===== config.mk =====
export PLATFORM = sky130hd
export DESIGN_NAME = gpio_port
export DESIGN_NICKNAME = d
export VERILOG_FILES = /design/src/rtl/gpio_port_pkg.sv /design/src/rtl/gpio_port_regs.sv /design/src/rtl/gpio_port_sense.sv /design/src/rtl/gpio_port_rdmux.sv /design/src/rtl/gpio_port.sv
export SDC_FILE = /design/constraint.sdc
export NUM_CORES = 1
export LEC_CHECK = 0
export BUFFER_PORTS_ARGS = -buffer_cell sky130_fd_sc_hd__buf_2
export CORE_AREA = 2 2 149 187
export CTS_BUF_LIST = sky130_fd_sc_hd__clkbuf_16
export DETAILED_ROUTE_END_ITERATION = 7
export DIE_AREA = 0 0 151 189
export GPL_ROUTABILITY_DRIVEN = 0
export PLACE_DENSITY = 0.7
export SYNTH_ARGS = -nofsm -noshare
export SYNTH_HDL_FRONTEND = slang
export SYNTH_HIERARCHICAL = 1
export SYNTH_SLANG_ARGS = --single-unit

===== constraint.sdc =====
create_clock -name clk -period 3.1 [get_ports clk]
set_input_delay 0.31 -clock clk [delete_from_list [all_inputs] [get_ports clk]]
set_output_delay 0.31 -clock clk [all_outputs]
set_load 0.05 [all_outputs]

===== src/rtl/gpio_port_pkg.sv =====
package gpio_port_pkg;

    localparam int DATA_W   = 32;
    localparam int ADDR_W   = 8;
    localparam int MAX_PINS = 32;

    localparam logic [ADDR_W-1:0] OFF_OUT      = 8'h00;
    localparam logic [ADDR_W-1:0] OFF_OUTSET   = 8'h04;
    localparam logic [ADDR_W-1:0] OFF_OUTCLR   = 8'h08;
    localparam logic [ADDR_W-1:0] OFF_IN       = 8'h0C;
    localparam logic [ADDR_W-1:0] OFF_DIR      = 8'h10;
    localparam logic [ADDR_W-1:0] OFF_DIRSET   = 8'h14;
    localparam logic [ADDR_W-1:0] OFF_DIRCLR   = 8'h18;
    localparam logic [ADDR_W-1:0] OFF_STATUS   = 8'h1C;
    localparam logic [ADDR_W-1:0] OFF_CFG_BASE = 8'h80;

    typedef enum logic [1:0] {
        PULL_NONE = 2'b00,
        PULL_DOWN = 2'b01,
        PULL_RSVD = 2'b10,
        PULL_UP   = 2'b11
    } pull_e;

    // bit order matches the software view: [3:2] pull, [1] disconnect, [0] direction
    typedef struct packed {
        pull_e pull;
        logic  disc;
        logic  dir;
    } pin_cfg_t;

    localparam pin_cfg_t CFG_RESET = '{pull: PULL_NONE, disc: 1'b1, dir: 1'b0};

    typedef enum logic [3:0] {
        ACC_NONE, ACC_OUT, ACC_OUTSET, ACC_OUTCLR, ACC_IN,
        ACC_DIR, ACC_DIRSET, ACC_DIRCLR, ACC_STATUS, ACC_CFG
    } acc_e;

    typedef struct packed {
        acc_e       kind;
        logic [4:0] pin;
    } dec_t;

    typedef struct packed {
        logic upd;
        logic val;
    } in_res_t;

    function automatic dec_t decode_addr(input logic [ADDR_W-1:0] a, input int npins);
        dec_t d;
        d.kind = ACC_NONE;
        d.pin  = a[6:2];
        if (a[7]) begin
            if (int'(a[6:2]) < npins) d.kind = ACC_CFG;
        end else begin
            case ({a[7:2], 2'b00})
                OFF_OUT:    d.kind = ACC_OUT;
                OFF_OUTSET: d.kind = ACC_OUTSET;
                OFF_OUTCLR: d.kind = ACC_OUTCLR;
                OFF_IN:     d.kind = ACC_IN;
                OFF_DIR:    d.kind = ACC_DIR;
                OFF_DIRSET: d.kind = ACC_DIRSET;
                OFF_DIRCLR: d.kind = ACC_DIRCLR;
                OFF_STATUS: d.kind = ACC_STATUS;
                default:    d.kind = ACC_NONE;
            endcase
        end
        return d;
    endfunction

    // Decide what the input sample of one pin becomes this cycle.
    function automatic in_res_t resolve_pin(input pin_cfg_t c, input logic out_bit,
                                            input logic drv, input logic lvl);
        in_res_t r;
        r.upd = 1'b0;
        r.val = 1'b0;
        if (!c.disc) begin
            if (c.dir) begin
                r.upd = 1'b1;
                r.val = out_bit;
            end else if (c.pull == PULL_UP) begin
                r.upd = 1'b1;
                r.val = 1'b1;
            end else if (c.pull == PULL_DOWN) begin
                r.upd = 1'b1;
                r.val = 1'b0;
            end else if (drv) begin
                r.upd = 1'b1;
                r.val = lvl;
            end
        end
        return r;
    endfunction

    function automatic logic pin_conflict(input pin_cfg_t c, input logic out_bit,
                                          input logic drv, input logic lvl);
        return c.dir & drv & (lvl ^ out_bit);
    endfunction

endpackage


===== src/rtl/gpio_port_regs.sv =====
module gpio_port_regs
    import gpio_port_pkg::*;
#(
    parameter int NPINS = 32
) (
    input  logic                        clk,
    input  logic                        rst,
    input  logic                        wr_en,
    input  dec_t                        wdec,
    input  logic [DATA_W-1:0]           wdata,
    output logic [NPINS-1:0]            out_q,
    output pin_cfg_t [NPINS-1:0]        cfg_q
);
    logic [NPINS-1:0] wmask;
    assign wmask = wdata[NPINS-1:0];

    always_ff @(posedge clk) begin
        if (rst) begin
            out_q <= '0;
        end else if (wr_en) begin
            case (wdec.kind)
                ACC_OUT:    out_q <= wmask;
                ACC_OUTSET: out_q <= out_q | wmask;
                ACC_OUTCLR: out_q <= out_q & ~wmask;
                default:    out_q <= out_q;
            endcase
        end
    end

    for (genvar i = 0; i < NPINS; i++) begin : g_cfg
        pin_cfg_t cfg_r;
        always_ff @(posedge clk) begin
            if (rst) begin
                cfg_r <= CFG_RESET;
            end else if (wr_en) begin
                case (wdec.kind)
                    ACC_DIR:    cfg_r.dir <= wdata[i];
                    ACC_DIRSET: if (wdata[i]) cfg_r.dir <= 1'b1;
                    ACC_DIRCLR: if (wdata[i]) cfg_r.dir <= 1'b0;
                    ACC_CFG:    if (wdec.pin == 5'(i)) cfg_r <= pin_cfg_t'(wdata[3:0]);
                    default:    cfg_r <= cfg_r;
                endcase
            end
        end
        assign cfg_q[i] = cfg_r;
    end
endmodule


===== src/rtl/gpio_port_sense.sv =====
module gpio_port_sense
    import gpio_port_pkg::*;
#(
    parameter int NPINS = 32
) (
    input  logic                 clk,
    input  logic                 rst,
    input  pin_cfg_t [NPINS-1:0] cfg,
    input  logic [NPINS-1:0]     out_q,
    input  logic [NPINS-1:0]     ext_drive,
    input  logic [NPINS-1:0]     ext_level,
    input  logic                 sts_clr,
    output logic [NPINS-1:0]     in_q,
    output logic                 short_q
);
    logic [NPINS-1:0] conf;

    for (genvar i = 0; i < NPINS; i++) begin : g_pin
        in_res_t res;
        logic    bit_q;
        assign res = resolve_pin(cfg[i], out_q[i], ext_drive[i], ext_level[i]);
        always_ff @(posedge clk) begin
            if (rst)          bit_q <= 1'b0;
            else if (res.upd) bit_q <= res.val;
        end
        assign in_q[i] = bit_q;
        assign conf[i] = pin_conflict(cfg[i], out_q[i], ext_drive[i], ext_level[i]);
    end

    // a new conflict outranks a clear in the same cycle
    always_ff @(posedge clk) begin
        if (rst)          short_q <= 1'b0;
        else if (|conf)   short_q <= 1'b1;
        else if (sts_clr) short_q <= 1'b0;
    end
endmodule


===== src/rtl/gpio_port_rdmux.sv =====
module gpio_port_rdmux
    import gpio_port_pkg::*;
#(
    parameter int NPINS = 32
) (
    input  logic                 clk,
    input  logic                 rst,
    input  logic                 rd_en,
    input  dec_t                 rdec,
    input  logic [NPINS-1:0]     out_q,
    input  logic [NPINS-1:0]     dir_vec,
    input  logic [NPINS-1:0]     in_q,
    input  pin_cfg_t [NPINS-1:0] cfg,
    input  logic                 short_q,
    output logic [DATA_W-1:0]    rd_data
);
    logic [DATA_W-1:0] rd_next;

    always_comb begin
        rd_next = '0;
        case (rdec.kind)
            ACC_OUT, ACC_OUTSET, ACC_OUTCLR: rd_next = DATA_W'(out_q);
            ACC_DIR, ACC_DIRSET, ACC_DIRCLR: rd_next = DATA_W'(dir_vec);
            ACC_IN:     rd_next = DATA_W'(in_q);
            ACC_STATUS: rd_next = DATA_W'(short_q);
            ACC_CFG:    rd_next = DATA_W'(cfg[rdec.pin]);
            default:    rd_next = '0;
        endcase
    end

    always_ff @(posedge clk) begin
        if (rst)        rd_data <= '0;
        else if (rd_en) rd_data <= rd_next;
    end
endmodule


===== src/rtl/gpio_port.sv =====
module gpio_port
    import gpio_port_pkg::*;
#(
    parameter int NPINS = 32
) (
    input  logic              clk,
    input  logic              rst,
    input  logic              rd_en,
    input  logic              wr_en,
    input  logic [7:0]        addr,
    input  logic [31:0]       wr_data,
    output logic [31:0]       rd_data,
    input  logic [NPINS-1:0]  ext_drive,
    input  logic [NPINS-1:0]  ext_level,
    output logic [NPINS-1:0]  pin_out,
    output logic [NPINS-1:0]  pin_oe,
    output logic              short_err
);
    dec_t                 dec;
    logic [NPINS-1:0]     out_q;
    pin_cfg_t [NPINS-1:0] cfg_q;
    logic [NPINS-1:0]     dir_vec;
    logic [NPINS-1:0]     in_q;
    logic                 short_q;
    logic                 sts_clr;

    assign dec     = decode_addr(addr, NPINS);
    assign sts_clr = wr_en && (dec.kind == ACC_STATUS) && wr_data[0];

    for (genvar i = 0; i < NPINS; i++) begin : g_dir
        assign dir_vec[i] = cfg_q[i].dir;
    end

    gpio_port_regs #(.NPINS(NPINS)) u_regs (
        .clk(clk), .rst(rst), .wr_en(wr_en), .wdec(dec), .wdata(wr_data),
        .out_q(out_q), .cfg_q(cfg_q)
    );

    gpio_port_sense #(.NPINS(NPINS)) u_sense (
        .clk(clk), .rst(rst), .cfg(cfg_q), .out_q(out_q),
        .ext_drive(ext_drive), .ext_level(ext_level), .sts_clr(sts_clr),
        .in_q(in_q), .short_q(short_q)
    );

    gpio_port_rdmux #(.NPINS(NPINS)) u_rdmux (
        .clk(clk), .rst(rst), .rd_en(rd_en), .rdec(dec), .out_q(out_q),
        .dir_vec(dir_vec), .in_q(in_q), .cfg(cfg_q), .short_q(short_q),
        .rd_data(rd_data)
    );

    assign pin_oe    = dir_vec;
    assign pin_out   = out_q & dir_vec;
    assign short_err = short_q;
endmodule


==> results by group, run 1 <==
Run status
  • Status: complete, but fails checks
  • Failing checks: DRC

Place
  • Buffers on Ports: roughly 200
  • Final HPWL DP: 32300 µm
  • Dpl ws: 0.104 ns

Detailed routing
  • Total Wirelength: roughly 46000 µm
  • Routed Antenna Nets: 0
  • DRT iter0 DRCs: 1668
  • DR pass1 iterations: 8
  • DRC violations left: 10
  • Vias: 13168
  • Routed vias/inst: 6.38
  • Routed wire per std cell: 22.2 µm

Critical path
  • Type of origin of the critical path: input port
  • CP required: roughly 3.6 ns
  • CP top delay family: simple AND/OR/NAND/NOR gates
  • Worst path cell trace: buf_2 -> or3_4 -> nor2_2 -> nor2_1 -> nor3_2 -> buf_4 -> a222oi_1 -> a2bb2oi_1 -> nor2_1
  • CP most frequent cell: nor2_1
  • WP data arrival: 3.08 ns
  • Worst path max stage delay: 1.01 ns
  • Slowest CP cell: nor3_2
  • Critical Path End Type: flip-flop
  • CP Class: input port to flip-flop
  • CP Buf/Inv Count: 2
  • CP Max Fanout: 19

Timing
  • Least-Margin Pin Slew: 1.34 ns
  • Fin. Hold Viols: 0
  • Max Transition Viols Final: 0
  • Final min period: 2.63 ns
  • Final setup viols: 0
  • Unrepaired setup endpoints after global routing: no
  • Final clock skew: about 0.011 ns
  • Final Cycle Share: 84.7%
  • Worst hold margin: between 0.06 and 0.07 ns
  • Final setup margin: between 0.4 and 0.5 ns
  • Setup_tns: 0 ns
  • Max Clock Freq: around 380 MHz
  • Relative slew slack: 9.96%

Cells and area
  • Share of layout cells above drive strength 1: 18.4%
  • Fill cells: 2484
  • Commonest non-fill, non-tap cell in the layout: dfxtp_1
  • Final core occ: 55.9%
  • Fin nets: ~1800
  • Area Growth Syn to Fin: 15.0%
  • Most frequent cells in the layout: dfxtp_1 (225), buf_2 (200), nor2_1 (173)

Die
  • Initial Util: between 40% and 50%
  • Full die area: approximately 29000 µm²
  • Width of the chip: between 150 and 200 µm
  • Core footprint: 26700 µm²
  • # rows: 67
  • Die Ht: 189 µm
  • Top Ports: ~210

Job
  • Max-cap viol count: 0

Synthesis
  • Top FF cell, synth: dfxtp_1
  • Mapped Avg Cell Area: 8.33 µm²
  • Fraction of registers with async set/reset: 0%
  • Post-synth top area cell: dfxtp_1
  • Register area share after synthesis: 34.7%
  • Synth cell types: 60
  • Synthesis Warnings: 6
  • Syn Nets: 1667
  • EDFF count, synth: 0
  • Syn Inst Count: 1557
  • Synth top area cells: dfxtp_1 (35%), mux2i_1 (12%), nor2_1 (5.1%)
  • FF+latch count, synth: 225
  • Mapped Area: 13000 µm²
  • Yosys top cell area share: a little over a third

Clock tree
  • Clk slew on worst S/H paths: 0.06 ns
  • Root buffer cell: clkbuf_16
  • CTS tree: built
  • Clk sink count: 225
  • Longest Clk Path Bufs: 3
  • Setup bufs post-CTS: 0
  • Post-CTS resize count: 0
  • Htree depth: 1
  • Total CTS buffers: 24
  • Skew-Pair Late Insertion Delay: 0.53 ns
  • Hold_buf cts: 0

Power and ir drop
  • Total Power: 6.72 mW
  • Peak supply drop: 0.000446 V
  • Power per cell area: 451 nW/µm²
  • Leak pwr: 6.39 nW

Global routing
  • Vias in the first global route: between 10000 and 15000
  • First-pass GRT wire length: between 60000 and 70000 µm
  • Total grt overflow: 0
  • Largest net degree at the start of global routing: 73
  • GRT Util Overall: a little under a third
  • Initial antenna violation count: 4

Worst hold path
  • Worst min-delay path class: input port to flip-flop
[area by class of cell]
cell class	count	area (µm²)	share of cell area, %
Tap cell	345	432	2.89
Inverter	6	22.5	0.151
Multi-Input combinational cell	1185	7740	51.9
Clock inverter	18	108	0.722
Antenna cell	4	10.0	0.0671
Sequential cell	225	4500	30.2
Timing Repair Buffer	257	1470	9.86
Clock buffer	25	626	4.19
[metal layers]
| metal | wire length, µm | vias to the layer above | global-route usage [%] |
|---|---|---|---|
| li1 | - | 6004 | - |
| met1 | 17800 | 6310 | 39.4 |
| met2 | 21500 | 707 | 51.5 |
| met3 | 4240 | 147 | 4.70 |
| met4 | 2420 | 0 | 15.5 |
| met5 | 0 | - | 0 |
[synthesized netlist by cell type, types with 27 or more instances]
cell type / count
dfxtp_1: 225
nor2_1: 175
mux2i_1: 151
nand2_1: 101
nor3_1: 100
clkbuf_1: 90
a21oi_1: 73
nor2b_1: 73
nand3_1: 55
a31oi_1: 38
buf_4: 36
nor3b_1: 35
and2_1: 33
o21ai_0: 33
a211oi_1: 32
o31ai_1: 32
or3_1: 32
xor2_1: 32
o311ai_0: 31
a222oi_1: 28
a2bb2oi_1: 28
a22oi_1: 27
[report_power, final]
group	switching [mW]	total, mW	internal, mW
clock	1.21	2.75	1.54
sequential	0.0825	3.02	2.94
combinational	0.631	0.955	0.324
[final timing paths]
| check | slack (ns) | start | end | cells past startpoint |
|---|---|---|---|---|
| setup reg to reg | 1.23 | u_regs/cfg_q[84] | u_rdmux/rd_data[0] | 5 |
| hold / removal | 0.07 | wr_data[5] | u_regs/out_q[5] | 3 |
| hold reg to reg | 0.48 | u_regs/cfg_q[7] | u_regs/cfg_q[7] | 2 |
| setup / recovery | 0.47 | addr[6] | u_rdmux/rd_data[9] | 9 |
[through the flow]
stage,instances,instance area [µm²]
6_report,2065,14900
3_3_place_gp,2018,14200
2_1_floorplan,1557,13000
3_5_place_dp,2018,14200
5_1_grt,2064,14900
4_1_cts,2061,14900
[cells by family (layout without fill, tap and decap cells)]
kind of cell | after synthesis | after routing | share of synthesized area, %
other cells | 0 | 4 | 0
flops | 225 | 225 | 34.7
fa+ha+maj | 2 | 2 | 0.193
simple gates | 656 | 656 | 25.6
compound gates | 333 | 333 | 18.2
buf+inv | 147 | 306 | 5.82
xor+xnor | 32 | 32 | 2.16
mux | 162 | 162 | 13.3
[sequential cells by signal (all words and copies together), names as in the netlist]
name,count
u_regs/cfg_q,128
u_regs/out_q,32
u_rdmux/rd_data,32
u_sense/short_q,1
u_sense/g_pin.bit_q,32
[worst min-delay path, cell delays in order]
cell,delay (ns)
buf_2,0.13
nand2_1,0.06
a21oi_1,0.05
Power figures use the tool's default switching activity.
==> run 2, diff against run 1 <==
==> constraint.sdc (replaced) <==
create_clock -name clk -period 2.64 [get_ports clk]
set_input_delay 0.264 -clock clk [delete_from_list [all_inputs] [get_ports clk]]
set_output_delay 0.264 -clock clk [all_outputs]
set_load 0.05 [all_outputs]
==> results by group, run 2 (same netlist as run 1, synthesis figures left out) <==
Clock tree
  • Hold_buf cts: 0
  • Clk slew on worst S/H paths: 0.06 ns
  • Setup bufs post-CTS: 0
  • Skew-Pair Late Insertion Delay: 0.52 ns
  • Htree depth: 1
  • CTS tree: built
  • Post-CTS resize count: 0
  • Total CTS buffers: 24
  • Clk sink count: 225
  • Longest Clk Path Bufs: 3
  • Root buffer cell: clkbuf_16

Die
  • Initial Util: roughly half
  • Core footprint: about 27000 µm²
  • Top Ports: between 200 and 250
  • Die Ht: 189 µm
  • # rows: 67
  • Width of the chip: about 150 µm
  • Full die area: about 29000 µm²

Worst hold path
  • Worst min-delay path class: input port to flip-flop
  • Hold Path Stages: 3
  • Hold Startpoint: wr_data[10]
  • Hold Path Sink: u_regs/out_q[10]

Cells and area
  • Commonest non-fill, non-tap cell in the layout: dfxtp_1
  • Fin nets: 1825
  • Share of layout cells above drive strength 1: around 19%
  • Max FFs per register: ~130
  • Most frequent cells in the layout: dfxtp_1 (225), buf_2 (200), nor2_1 (173)
  • Fill cells: 2447
  • Area Growth Syn to Fin: 16.8%

Power and ir drop
  • Peak supply drop: 0.000364 V
  • Leak pwr: 6.53 nW
  • Power per cell area: about 520 nW/µm²
  • Total Power: 7.94 mW

Global routing
  • Total grt overflow: 0
  • Largest net degree at the start of global routing: 117
  • Initial antenna violation count: 2
  • GRT Util Overall: roughly 31%
  • Vias in the first global route: 12358
  • First-pass GRT wire length: 69600 µm

Critical path
  • CP Max Fanout: 23
  • Worst R2R End: u_rdmux/rd_data[0]
  • Critical Path End Type: flip-flop
  • Reg2Reg Setup Slack: 0.73 ns
  • Reg-to-reg startpoint: u_regs/cfg_q[84]
  • R2R cell count: 5
  • CP Class: input port to flip-flop
  • WP data arrival: 2.55 ns
  • Type of origin of the critical path: input port
  • CP required: ~3.1 ns

Detailed routing
  • DR pass1 iterations: 6
  • Total Wirelength: 45700 µm
  • Routed Antenna Nets: 0
  • DRT iter0 DRCs: between 1000 and 1500
  • Routed wire per std cell: 22.0 µm
  • DRC violations left: 0
  • Routed vias/inst: 6.31
  • Vias: 13129

Place
  • Final HPWL DP: 32300 µm
  • Buffers on Ports: 202

Timing
  • Least-Margin Pin Slew: approximately 0.54 ns
  • Relative slew slack: 63.6%
  • Max Clock Freq: between 400 and 500 MHz
  • Final setup viols: 0
  • Max Transition Viols Final: 0
  • Final min period: 2.13 ns
  • Final Cycle Share: 80.7%
  • Unrepaired setup endpoints after global routing: no
  • Setup_tns: 0 ns
  • Final clock skew: 0.00817 ns
  • Fin. Hold Viols: 0

Job
  • Max-cap viol count: 0

Run status
  • Status: complete, no violations
## run 2: area by class of cell
type                            instances  area [µm²]  share of cell area, %
Multi-Input combinational cell       1185        7740                   51.1
Sequential cell                       225        4500                   29.7
Timing Repair Buffer                  273        1700                   11.2
Clock buffer                           25         626                   4.13
Tap cell                              345         432                   2.85
Clock inverter                         19         110                  0.727
Inverter                                6        22.5                  0.149
Antenna cell                            2        5.00                 0.0330
## run 2: metrics by stage
step	utilization [%]	cells	setup WS [ns]	hold slack [ns]	instance area, µm²
floorplan	-	1557	0.0834	0.404	13000
global placement	54.0	2034	0.0518	0.464	14400
detailed placement	54.0	2034	0.0501	0.478	14400
CTS	56.8	2078	0.568	0.0171	15100
global route	56.8	2079	0.429	0.0279	15100
finish	56.8	2080	0.510	0.0244	15100
## run 2: critical path, cell delays in order
cell and delay [ns]:
buf_2 0.14, or3_4 0.40, a211oi_2 0.34, nand2b_1 0.11, a211o_4 0.43, buf_12 0.19
or3_1 0.38, o31ai_1 0.28
## run 2: worst max path at each step
stage                       start                 end  cells after the start
final                     addr[6]    u_regs/cfg_q[20]                      8
after global routing      addr[6]    u_regs/cfg_q[20]                      8
after CTS                 addr[6]    u_regs/cfg_q[52]                      8
after detailed placement  addr[6]    u_regs/cfg_q[52]                      8
after global placement    addr[5]  u_rdmux/rd_data[7]                     11
after floorplan           addr[7]     u_regs/cfg_q[4]                      8
## run 2: report_power, final
group / internal [mW] / switching, mW
Sequential: 3.45 / 0.0977
Combinational: 0.413 / 0.744
Clock: 1.81 / 1.44
## run 2: metal layers
metal  share of wire, %  routed length (µm)  track usage, %  up-vias
met4                5.4                2470            15.9        2
met2                 47               21400            50.9      668
met5              0.024                  11               0        -
met3                8.7                3990            4.41      135
met1                 39               17800            39.8     6295
li1                   -                   -               -     6029
